$ cat src/rtl/branch_pkg.sv
package branch_pkg;
  localparam int INSTR_W  = 32;
  localparam int PHASE_W  = 3;
  localparam int DATA_W   = 8;
  localparam int KIND_HI  = 31;
  localparam int KIND_LO  = 27;
  localparam int PHASE_HI = 26;
  localparam int PHASE_LO = PHASE_HI - PHASE_W + 1;
  localparam int BIT_REL   = 23;
  localparam int BIT_CARRY = 21;
  localparam int BIT_IOF   = 20;
  localparam int BIT_POL   = 19;
  localparam int BIT_DATA  = 18;
  localparam int BIT_PHASE = 17;
  localparam int BIT_WAIT  = 16;
  localparam logic [KIND_HI-KIND_LO:0] KIND_INT = 5'b10011;
  localparam logic [INSTR_W-1:0] RSVD_MASK = 32'h0040_FF00;

  typedef struct packed {
    logic latchInstr;
    logic evalNow;
    logic useLatched;
  } ctrlStrobe_t;
endpackage

$ cat src/rtl/branch_cond.sv
module branch_cond
  import branch_pkg::*;
(
  input  logic [INSTR_W-1:0] instr,
  input  logic [PHASE_W-1:0] busPhase,
  input  logic [DATA_W-1:0]  firstByte,
  input  logic               aluCarry,
  input  logic               targetMode,
  input  logic               atnActive,
  output logic               condTaken,
  output logic               condIllegal
);
  logic carryEn, dataEn, phaseEn, polarity;
  logic phaseHit, dataHit, allTrue, allFalse;

  assign carryEn  = instr[BIT_CARRY];
  assign dataEn   = instr[BIT_DATA];
  assign phaseEn  = instr[BIT_PHASE];
  assign polarity = instr[BIT_POL];
  assign phaseHit = targetMode ? atnActive : (busPhase == instr[PHASE_HI:PHASE_LO]);
  assign dataHit  = (firstByte == instr[DATA_W-1:0]);
  assign allTrue  = (!phaseEn || phaseHit) && (!dataEn || dataHit);
  assign allFalse = (!phaseEn || !phaseHit) && (!dataEn || !dataHit);

  always_comb begin
    condIllegal = (carryEn && (dataEn || phaseEn)) || (|(instr & RSVD_MASK));
    if (condIllegal)
      condTaken = 1'b0;
    else if (carryEn)
      condTaken = (aluCarry == polarity);
    else if (!dataEn && !phaseEn)
      condTaken = polarity;
    else
      condTaken = polarity ? allTrue : allFalse;
  end
endmodule

$ cat src/rtl/branch_control.sv
module branch_control
  import branch_pkg::*;
(
  input  logic        clk,
  input  logic        rstN,
  input  logic        start,
  input  logic        waitBit,
  input  logic        phaseValid,
  output ctrlStrobe_t strobe,
  output logic        busy
);
  typedef enum logic {ST_IDLE, ST_WAIT} state_t;
  state_t state;

  always_comb begin
    strobe.latchInstr = (state == ST_IDLE) && start && waitBit;
    strobe.evalNow    = ((state == ST_IDLE) && start && !waitBit) ||
                        ((state == ST_WAIT) && phaseValid);
    strobe.useLatched = (state == ST_WAIT);
  end

  always_ff @(posedge clk or negedge rstN) begin
    if (!rstN) begin
      state <= ST_IDLE;
    end else begin
      case (state)
        ST_IDLE: if (start && waitBit) state <= ST_WAIT;
        ST_WAIT: if (phaseValid) state <= ST_IDLE;
        default: state <= ST_IDLE;
      endcase
    end
  end

  assign busy = (state == ST_WAIT);

  // a waiting start makes the unit busy on the next cycle
  p_enter_wait_r3: assert property (@(posedge clk) disable iff (!rstN)
    (!busy && start && waitBit) |=> busy);
  // busy holds until a phase strobe arrives
  p_stay_wait_r3: assert property (@(posedge clk) disable iff (!rstN)
    (busy && !phaseValid) |=> busy);
  // busy drops after the phase strobe
  p_leave_wait_r3: assert property (@(posedge clk) disable iff (!rstN)
    (busy && phaseValid) |=> !busy);
endmodule

$ cat src/rtl/branch_datapath.sv
module branch_datapath
  import branch_pkg::*;
#(
  parameter int ADDR_W   = 32,
  parameter int OFFSET_W = 24
) (
  input  logic               clk,
  input  logic               rstN,
  input  ctrlStrobe_t        strobe,
  input  logic [INSTR_W-1:0] instrWord,
  input  logic [ADDR_W-1:0]  pcValue,
  input  logic [ADDR_W-1:0]  operandWord,
  input  logic [PHASE_W-1:0] busPhase,
  input  logic [DATA_W-1:0]  firstByte,
  input  logic               aluCarry,
  input  logic               targetMode,
  input  logic               atnActive,
  output logic               done,
  output logic               taken,
  output logic               illegal,
  output logic               haltReq,
  output logic               intOnFly,
  output logic [ADDR_W-1:0]  nextAddr
);
  logic [INSTR_W-1:0] holdInstr, curInstr;
  logic [ADDR_W-1:0]  holdPc, holdOp, curPc, curOp;
  logic [ADDR_W-1:0]  offExt, relTarget, target;
  logic               condTaken, condIllegal, isIntKind;

  always_ff @(posedge clk or negedge rstN) begin
    if (!rstN) begin
      holdInstr <= '0;
      holdPc    <= '0;
      holdOp    <= '0;
    end else if (strobe.latchInstr) begin
      holdInstr <= instrWord;
      holdPc    <= pcValue;
      holdOp    <= operandWord;
    end
  end

  assign curInstr = strobe.useLatched ? holdInstr : instrWord;
  assign curPc    = strobe.useLatched ? holdPc    : pcValue;
  assign curOp    = strobe.useLatched ? holdOp    : operandWord;

  generate
    if (OFFSET_W < ADDR_W) begin : g_sext
      assign offExt = {{(ADDR_W-OFFSET_W){curOp[OFFSET_W-1]}}, curOp[OFFSET_W-1:0]};
    end else begin : g_full
      assign offExt = curOp;
    end
  endgenerate

  assign relTarget = curPc + offExt;
  assign target    = curInstr[BIT_REL] ? relTarget : curOp;
  assign isIntKind = (curInstr[KIND_HI:KIND_LO] == KIND_INT);

  branch_cond u_cond (
    .instr      (curInstr),
    .busPhase   (busPhase),
    .firstByte  (firstByte),
    .aluCarry   (aluCarry),
    .targetMode (targetMode),
    .atnActive  (atnActive),
    .condTaken  (condTaken),
    .condIllegal(condIllegal)
  );

  always_ff @(posedge clk or negedge rstN) begin
    if (!rstN) begin
      done     <= 1'b0;
      taken    <= 1'b0;
      illegal  <= 1'b0;
      haltReq  <= 1'b0;
      intOnFly <= 1'b0;
      nextAddr <= '0;
    end else begin
      done     <= strobe.evalNow;
      haltReq  <= 1'b0;
      intOnFly <= 1'b0;
      if (strobe.evalNow) begin
        taken    <= condTaken;
        illegal  <= condIllegal;
        nextAddr <= condTaken ? target : curPc;
        haltReq  <= condTaken && isIntKind && !curInstr[BIT_IOF];
        intOnFly <= condTaken && isIntKind &&  curInstr[BIT_IOF];
      end
    end
  end

  // an illegal encoding is never taken
  p_illegal_blocks_r9: assert property (@(posedge clk) disable iff (!rstN)
    illegal |-> !taken);
  // the two interrupt signals never coincide
  p_halt_iof_excl_r11: assert property (@(posedge clk) disable iff (!rstN)
    !(haltReq && intOnFly));
  // interrupt signalling only comes with a taken decision
  p_pulse_with_done_r11: assert property (@(posedge clk) disable iff (!rstN)
    (haltReq || intOnFly) |-> (done && taken));
  // an untaken decision resumes at the program counter
  p_untaken_pc_r10: assert property (@(posedge clk) disable iff (!rstN)
    (strobe.evalNow && !condTaken) |=> (nextAddr == $past(curPc)));
endmodule

$ cat src/rtl/branch_decider.sv
module branch_decider
  import branch_pkg::*;
#(
  parameter int ADDR_W   = 32,
  parameter int OFFSET_W = 24
) (
  input  logic               clk,
  input  logic               rstN,
  input  logic               start,
  input  logic [INSTR_W-1:0] instrWord,
  input  logic [ADDR_W-1:0]  pcValue,
  input  logic [ADDR_W-1:0]  operandWord,
  input  logic [PHASE_W-1:0] busPhase,
  input  logic [DATA_W-1:0]  firstByte,
  input  logic               aluCarry,
  input  logic               targetMode,
  input  logic               atnActive,
  input  logic               phaseValid,
  output logic               busy,
  output logic               done,
  output logic               taken,
  output logic [ADDR_W-1:0]  nextAddr,
  output logic               illegal,
  output logic               haltReq,
  output logic               intOnFly
);
  ctrlStrobe_t strobe;

  branch_control u_ctrl (
    .clk       (clk),
    .rstN      (rstN),
    .start     (start),
    .waitBit   (instrWord[BIT_WAIT]),
    .phaseValid(phaseValid),
    .strobe    (strobe),
    .busy      (busy)
  );

  branch_datapath #(.ADDR_W(ADDR_W), .OFFSET_W(OFFSET_W)) u_dp (
    .clk        (clk),
    .rstN       (rstN),
    .strobe     (strobe),
    .instrWord  (instrWord),
    .pcValue    (pcValue),
    .operandWord(operandWord),
    .busPhase   (busPhase),
    .firstByte  (firstByte),
    .aluCarry   (aluCarry),
    .targetMode (targetMode),
    .atnActive  (atnActive),
    .done       (done),
    .taken      (taken),
    .illegal    (illegal),
    .haltReq    (haltReq),
    .intOnFly   (intOnFly),
    .nextAddr   (nextAddr)
  );

  // an immediate start yields done on the next cycle without busy
  p_imm_done_r2: assert property (@(posedge clk) disable iff (!rstN)
    (!busy && start && !instrWord[BIT_WAIT]) |=> (done && !busy));
  // the phase strobe while waiting yields done next cycle
  p_wait_done_r3: assert property (@(posedge clk) disable iff (!rstN)
    (busy && phaseValid) |=> done);
  // no decision while still waiting
  p_no_early_done_r3: assert property (@(posedge clk) disable iff (!rstN)
    (busy && !phaseValid) |=> !done);
endmodule

$ cat config.mk
export PLATFORM = sky130hd
export DESIGN_NAME = branch_decider
export DESIGN_NICKNAME = d
export VERILOG_FILES = /design/src/rtl/branch_pkg.sv /design/src/rtl/branch_cond.sv /design/src/rtl/branch_control.sv /design/src/rtl/branch_datapath.sv /design/src/rtl/branch_decider.sv
export SDC_FILE = /design/constraint.sdc
export NUM_CORES = 1
export LEC_CHECK = 0
export BUFFER_PORTS_ARGS = -buffer_cell sky130_fd_sc_hd__buf_2
export CAP_MARGIN = 20
export CORE_MARGIN = 8
export CORE_UTILIZATION = 41
export CTS_CLUSTER_SIZE = 28
export DETAILED_ROUTE_END_ITERATION = 7
export PLACE_DENSITY = 0.59
export RECOVER_POWER = 100
export SYNTH_ARGS = -nofsm -noshare
export SYNTH_HDL_FRONTEND = slang
export SYNTH_SLANG_ARGS = --single-unit
export TNS_END_PERCENT = 20
$ cat constraint.sdc
create_clock -name clk -period 12.6 [get_ports clk]
set_input_delay 1.89 -clock clk [delete_from_list [all_inputs] [get_ports clk]]
set_output_delay 1.89 -clock clk [all_outputs]
set_load 0.01 [all_outputs]
Word-level counts from Yosys, hierarchy flattened

Cells that the tools add are included.

Register bits: 134
Bits in latches: 0
Bits in writable memories: 0
Bits in read-only memories: 0
Bits of input ports: 114
Output and inout port bits: 38
Memories kept: 0

$add $sub $neg: 1
Multiply operators: 0
Divide/modulo/power cells: 0
Order comparisons: 0
Equal/unequal tests: 4
Shift-type cells: 0
Multiplexer cells: 15
Bitwise gates (word level): 1
Reductions and logical operators: 26

Operators by type and width:

| cell               | number |
|---|---|
| $mux 32            | 5 |
| $add 32x32->32     | 1 |
| $logic_and 1x1->1  | 12 |
| $mux 1             | 9 |
| $reduce_or 9->1    | 1 |
| $eq 8x8->1         | 1 |
| $logic_or 1x1->1   | 7 |
| $logic_not 1->1    | 6 |
| $eq 5x5->1 const B | 1 |
| $eq 3x3->1         | 1 |
| $pmux 1 s2         | 1 |
| $eq 1x1->1         | 1 |
| $not 1->1          | 1 |

Depth between registers and ports, before layout

Gate-level depths: netlist of the first run.

Word-level depth: 13
Mapped depth: 16

Modules after synthesis

Synthesis of the first run repeated with hierarchy kept, for this count alone.

Cells, all modules: 813
Area total of the unflattened synthesis: 8519.4 um2

By module, submodules not included:

| module          | times used | cells an instance | area each (um2) | sequential area each (um2) |
|---|---|---|---|---|
| branch_datapath | 1          | 773               | 8226.6          | 3328.2 |
| branch_cond     | 1          | 32                | 227.7           | 0.0 |
| branch_control  | 1          | 8                 | 65.1            | 25.0 |

Worst setup path after synthesis of the first run

Ideal clock, no wire load.

Path kind: input port to flip-flop
From: input port operandWord[0]
To: register u_dp.nextAddr[28]
Setup time: 0.078 ns
Arrival: 4.321 ns
Required time: 12.522 ns
Slack: 8.201 ns
Stages on the path: 11
Path buffers: 0
Cells stage by stage: mux2_2 -> ha_1 -> fa_1 -> a21o_1 -> a221oi_2 -> o21a_1 -> o211ai_1 -> a21oi_1 -> mux2i_1 -> o31a_1 -> o21bai_1

Longest elaborated chain between the ends: 4

Ends and longest elaborated chain:

| item                   | RTL line              | source |
|---|---|---|
| start: declaration     | branch_decider.sv:12  | `input logic [ADDR_W-1:0] operandWord,` |
| $mux 32                | branch_datapath.sv:44 | `assign curOp = strobe.useLatched ? holdOp : operandWord;` |
| $add 32x32->32         | branch_datapath.sv:54 | `assign relTarget = curPc + offExt;` |
| $mux 32                | branch_datapath.sv:55 | `assign target = curInstr[BIT_REL] ? relTarget : curOp;` |
| $mux 32                | branch_datapath.sv:84 | `nextAddr <= condTaken ? target : curPc;` |
| end signal: assignment | branch_datapath.sv:84 |  |
| end: declaration       | branch_datapath.sv:23 | `output logic [ADDR_W-1:0] nextAddr` |

Every way passes these cells.
A chain may end at the register's enable or synchronous reset.

Worst setup path in the final report of the first run

From: register u_ctrl.state, in the netlist u_ctrl.busy
To: register u_dp.nextAddr[27]

Longest elaborated chain between the ends: 11

Ends and longest elaborated chain:

| item                                                                    | RTL line             | source |
|---|---|---|
| start: declaration                                                      | branch_control.sv:13 | `state_t state;` |
| start signal: assignment                                                | branch_control.sv:24 | `state <= ST_IDLE;` |
| start signal: assignment                                                | branch_control.sv:27 | `ST_IDLE: if (start && waitBit) state <= ST_WAIT;` |
| start signal: assignment                                                | branch_control.sv:28 | `ST_WAIT: if (phaseValid) state <= ST_IDLE;` |
| parallel branches: the longest is 11 deep, another holds $add 32x32->32 | n/a                  |  |

Several ways; the timed one is not identified.

==> out/metrics.csv, run 1 <==
metric,value,unit
outcome,finished with violations,
failing checks,"capacitance limit, slew limit",
final period utilization,62.47,%
Max Clk Rate,127.0,MHz
Static Leak,0.004366,uW
clock sink count,133,
area of the multi-input gates,5009,um^2
CP top delay family,buffers and inverters,
WP data arrival,8.17,ns
met1 wire length,10330,um
CP max stage delay,3.02,ns
top sig layer,met5,
Post-synth top cells,"mux2_2 (155), dfrtp_1 (133), nand2_1 (87)",
ys flop type,dfrtp_1,
die height,160.9,um
total track usage,17.44,%
Synth area leader,dfrtp_1,
clk buf depth,2,
FF+latch area,3332,um^2
io pins,152,
Critical Path RT,12.90,ns
layout cells sized above 1,31.62,%
number of global-route vias before repair,7124,
met2 wire length,10270,um
"Hold-fix buffers, CTS",0,
Mapped Area,8606,um^2
CTS tree,yes,
CTS H-Tree Depth,4,
cts repair resizes,0,
clock root buffer,clkbuf_16,
Routed WL per cell,17.56,um
"slowest stage cell, crit path",clkbuf_1,
top-count cell post-synth,mux2_2,
"Net Count, Synth",996,
leading post-synthesis cells by cell area,"dfrtp_1 (39%), mux2_2 (20%), ha_1 (4.5%)",
row cnt,53,
Crit. End Element,flip-flop,
core area,20820,um^2
nets,1123,
drt pass-1 iters,5,
Final Hold Fails,0,
warnings from Yosys,0,
Chip Width,160.9,um
Max Slew Vio Count,216,
RePlAce Congestion,0.8357,
sequential share of the synthesized area,38.67,%
Starting Density,41.33,%
Num CTS Buffers,17,
Iter 0 DRT Violations,442,
worst-margin pin slew,4.569,ns
maxcap violations,4,
VDD IR-drop max,0.08630,mV
Clock Pin Slew Worst Setup and Hold Paths,0.06,ns
Cell variety after synth,67,
Antenna Diode Count,0,
kind of critical path,reg -> reg,
DPL Wire Length,15980,um
Clock Skew,0.01213,ns
Worst Path Buf+Inv,2,
met3 wire len,1359,um
Power Density,167.1,nW/um^2
largest net degree at the start of global routing,81,
post-DR vias/cell,5.417,
crit path launch type,flip-flop,
post-CTS setup repair buffer count,0,
drt drc,0,
worst-skew pair later-pin latency,0.42,ns
Synth top area share,38.67,%
FILL cells,1986,
Final setup viols,0,
Post-Syn Instances,850,
placed cells,1232,
post-layout min period,7.871,ns
Final TNS setup,0,ns
Async SR Flop Fraction,100.0,%
DR vias,6853,
global route overflow,0,
CP Max Fanout,71,
Avg Inst Size Synth,10.12,um^2
number of synthesized register bits,133,
"EDFF count, synth",0,
DRT antenna net count,0,
max_slew headroom,-204.6,%
die area,25880,um^2
RSZ-0062 raised after global routing,no,
Routed WL,22210,um
worst path cell trace,clkbuf_1 -> mux2i_1 -> or4_1 -> a31oi_1 -> o21ai_0 -> nor2_1 -> buf_16 -> o311ai_1 -> a31o_1,
first-pass GRT wire length,36780,um
initial antenna violation count,3,
HP Class,reg -> reg,
Finished Layout Cells,1265,
Syn-to-layout area delta,17.45,%
Port Buffers,151,
-- flip-flops by register name (all words and copies together), names as in the netlist, 31 cells and up --
name,cells
u_dp.holdPc,32
u_dp.nextAddr,32
u_dp.holdOp,32
u_dp.holdInstr,31
-- cell families (layout without fill, tap and decap cells) --
group	count (synthesis)	after routing	synth area share (%)
simple gates	207	207	11.28
compound gates	202	202	15.57
mux	182	182	23.42
flops	133	133	38.67
buf+inv	63	203	3.155
fa+ha+maj	32	32	4.740
xor+xnor	31	31	3.155
-- layer usage --
layer / vias to the layer above / global-route usage, %
met2: 139 / 28.04
met5: - / 0
met3: 26 / 5.708
li1: 3397 / -
met1: 3285 / 22.03
met4: 6 / 4.840
-- cell usage in the layout, fill, tap and decap left out, drive strengths merged, types with 6 or more instances in the layout --
cell type  Yosys  routed
clkinv         0       7
a21oi         46      46
o21ai         48      48
and3          10      10
inv           13      13
o2111ai        6       6
xnor2         18      18
nor2          45      45
a31oi         10      10
o31ai         11      11
mux2         155     155
a211oi         6       6
o21a          11      11
nor3          10      10
a21o          13      13
clkbuf        30      61
xor2          13      13
buf           20     117
dfrtp        133     133
ha            31      31
nand3         11      11
o211ai         7       7
mux2i         27      27
nand4          9       9
o22ai          8       8
nand2b        10      10
nand2         87      87
-- through the flow --
step	instance area, um^2	setup WS (ns)	hold WS, ns	util [%]	total power (uW)
detailed placement	9568	7.706	0.4724	45.95	1189
finish	10110	4.729	0.4817	48.54	1689
global placement	9568	7.743	0.4676	45.95	1180
floorplan	8606	8.201	0.4700	-	1016
CTS	10170	8.083	0.4848	48.84	1710
global route	10110	3.946	0.5088	48.54	1807
-- worst register-to-register path, delay by kind of cell (launching register included) --
family,cells,cell delay [ns]
AO/OA/AOI/OAI,4,0.75
buffers and inverters,2,3.28
flip-flops,1,0.61
AND/OR/NAND/NOR,2,2.16
multiplexers,1,0.96
-- path summary, 6_finish.rpt --
check	from	to	slack, ns	cells past startpoint
max	u_ctrl.busy	u_dp.nextAddr[27]	4.73	9
min	u_dp.nextAddr[12]	u_dp.nextAddr[12]	0.48	2
max reg2reg	u_ctrl.busy	u_dp.nextAddr[27]	4.73	9
min reg2reg	u_dp.nextAddr[12]	u_dp.nextAddr[12]	0.48	2
max in group asynchronous	rstN	u_ctrl.busy	6.89	2
min in group asynchronous	rstN	u_dp.holdPc[19]	3.10	1
-- power breakdown --
| part | leakage [uW] | internal (uW) | switching (uW) |
|---|---|---|---|
| clock | 0.000290 | 317 | 196 |
| combinational | 0.00250 | 275 | 328 |
| sequential | 0.00157 | 522 | 49.8 |
-- cell type report --
cell class / instances / share of cell area, %
clock inverters: 12 / 1.535
multi-input cells: 654 / 49.55
repair buffers: 158 / 7.638
inverters: 13 / 0.4828
clock buffers: 20 / 4.419
well taps: 275 / 3.404
flip-flops and latches: 133 / 32.97
Power figures use the tool's default switching activity.
==> inputs of run 2 (changes only) <==
--- a/config.mk
+++ b/config.mk
@@ -11,7 +11,7 @@
 export CORE_UTILIZATION = 41
 export CTS_CLUSTER_SIZE = 28
 export DETAILED_ROUTE_END_ITERATION = 7
-export PLACE_DENSITY = 0.59
+export PLACE_DENSITY = 0.61
 export RECOVER_POWER = 100
 export SYNTH_ARGS = -nofsm -noshare
 export SYNTH_HDL_FRONTEND = slang
==> constraint.sdc (replaced) <==
create_clock -name clk -period 6.55 [get_ports clk]
set_input_delay 0.9825 -clock clk [delete_from_list [all_inputs] [get_ports clk]]
set_output_delay 0.9825 -clock clk [all_outputs]
set_load 0.01 [all_outputs]
==> out/metrics.csv, run 2 (synthesis gave the netlist of run 1 again) <==
metric,value,unit,change
r2r startpoint,u_ctrl.busy,,
HP Class,reg -> reg,,
Crit. End Element,flip-flop,,
drt drc,0,,unchanged
core area,20820,um^2,unchanged
maxcap violations,3,,-1
Critical Path RT,6.86,ns,-6.04 ns
Syn-to-layout area delta,16.71,%,
kind of critical path,reg -> reg,,
DPL Wire Length,16330,um,+2.2%
largest net degree at the start of global routing,91,,+12%
"commonest non-fill, non-tap cell in the layout",mux2_2,,
Max Clk Rate,215.1,MHz,+69%
DR vias,6913,,+0.88%
die height,160.9,um,unchanged
number of global-route vias before repair,7199,,+1.1%
clock root buffer,clkbuf_16,,
CTS tree,yes,,
Routed WL,22360,um,+0.68%
DRT antenna net count,0,,unchanged
overall power,3132,uW,+86%
worst-skew pair later-pin latency,0.43,ns,about the same
VDD IR-drop max,0.1954,mV,+130%
crit path launch type,flip-flop,,
layout cells sized above 1,31.48,%,-0.13 points
register-to-register setup slack,1.90,ns,-2.83 ns
row cnt,53,,unchanged
fin worst setup slack,1.900,ns,-2.829 ns
worst path cell trace,buf_4 -> mux2i_1 -> or4_1 -> a31oi_1 -> o21ai_1 -> nor2_1 -> buf_16 -> o311ai_0 -> a31o_1,,
max_slew headroom,-64.81,%,+140 points
Clock Skew,0.01273,ns,+0.0006062 ns
"slowest stage cell, crit path",nor2_1,,
worst hold start,u_dp.nextAddr[15],,
nets,1124,,+0.089%
Final setup viols,0,,unchanged
RePlAce Congestion,0.8298,,-0.71%
most frequent cells in the layout,"mux2_2 (155), dfrtp_1 (133), buf_2 (112)",,
drt pass-1 iters,5,,unchanged
reg2reg end,u_dp.nextAddr[27],,
CP max stage delay,1.30,ns,-1.72 ns
dpl ws,2.554,ns,-5.152 ns
cts repair resizes,0,,unchanged
Hold Crit Depth,2,,unchanged
CP Max Fanout,36,,-49%
clock sink count,133,,unchanged
WP data arrival,4.96,ns,-3.21 ns
first-pass GRT wire length,37160,um,+1.0%
Final Hold Fails,0,,unchanged
post-DR vias/cell,5.456,,+0.72%
"Hold-fix buffers, CTS",0,,unchanged
Power Density,311.9,nW/um^2,+87%
Final TNS setup,0,ns,unchanged
Port Buffers,151,,unchanged
io pins,152,,unchanged
Clock Pin Slew Worst Setup and Hold Paths,0.06,ns,about the same
Starting Density,41.33,%,unchanged
Hold Path End,u_dp.nextAddr[15],,
die area,25880,um^2,unchanged
failing checks,"capacitance limit, slew limit",,
Worst path depth,9,,unchanged
CTS H-Tree Depth,4,,unchanged
outcome,finished with violations,,
Routed WL per cell,17.65,um,+0.52%
Max Slew Vio Count,112,,-48%
final period utilization,70.99,%,+8.5 points
worst-margin pin slew,2.472,ns,-2.097 ns
post-layout min period,4.650,ns,-3.221 ns
Static Leak,0.004343,uW,-0.52%
CP top delay family,simple AND/OR/NAND/NOR gates,,
global route overflow,0,,unchanged
cells on worst reg2reg path,9,,unchanged
Iter 0 DRT Violations,311,,-30%
Regs by FF count,"u_dp.holdOp: 32 flops, u_dp.holdPc: 32 flops, u_dp.nextAddr: 32 flops",,
Worst Path Buf+Inv,2,,unchanged
Num CTS Buffers,17,,unchanged
total track usage,17.58,%,+0.14 points
clk buf depth,2,,unchanged
Chip Width,160.9,um,unchanged
RSZ-0062 raised after global routing,no,,
worst setup path start,u_ctrl.busy,,
initial antenna violation count,2,,-1
post-CTS setup repair buffer count,0,,unchanged
-- run 2: worst min-delay path: cells and delay by family (launching register included) --
kind | cells | cell delay (ns)
AOI/OAI and AO/OA | 1 | 0.06
DFF | 1 | 0.34
and+or+nand+nor | 1 | 0.05
-- run 2: power breakdown --
group	leakage, uW	switching (uW)	internal, uW
registers	0.00157	98.0	1000
logic	0.00251	630	522
clock network	0.000256	389	489
total	0.00434	1120	2020
-- run 2: area by class of cell --
| cell class | instances | area, um^2 |
|---|---|---|
| fillers | 2014 | 10780 |
| multi-input cells | 654 | 4999 |
| flip-flops and latches | 133 | 3328 |
| repair buffers | 159 | 787.0 |
| clock buffers | 19 | 432.9 |
| well taps | 275 | 344.1 |
| clock inverters | 13 | 101.3 |
| inverters | 13 | 48.80 |
| diodes | 1 | 2.502 |
-- run 2: how the worst max path moves through the flow --
stage | endpoint | slack [ns]
2_1_floorplan | u_dp.nextAddr[28] | 2.37
3_3_place_gp | u_dp.nextAddr[27] | 2.57
3_5_place_dp | u_dp.nextAddr[26] | 2.55
4_1_cts | u_dp.nextAddr[26] | 2.55
5_1_grt | u_dp.nextAddr[27] | 1.47
6_report | u_dp.nextAddr[27] | 1.90
-- run 2: through the flow --
stage | instances | instance area, um^2 | utilization, % | hold WS [ns]
after global placement | 1233 | 9575 | 45.99 | 0.4661
after global routing | 1267 | 10040 | 48.23 | 0.5062
after floorplan | 850 | 8606 | - | 0.4700
after detailed placement | 1234 | 9603 | 46.12 | 0.4771
final | 1267 | 10040 | 48.23 | 0.4840
after CTS | 1266 | 10140 | 48.68 | 0.4901
-- run 2: per-layer routing --
metal | global-route usage [%] | wire length, um | vias up
met5 | 0 | 13 | -
met4 | 5.471 | 352 | 2
met3 | 4.351 | 1112 | 29
met2 | 28.63 | 10310 | 152
met1 | 22.54 | 10570 | 3338
li1 | - | - | 3392
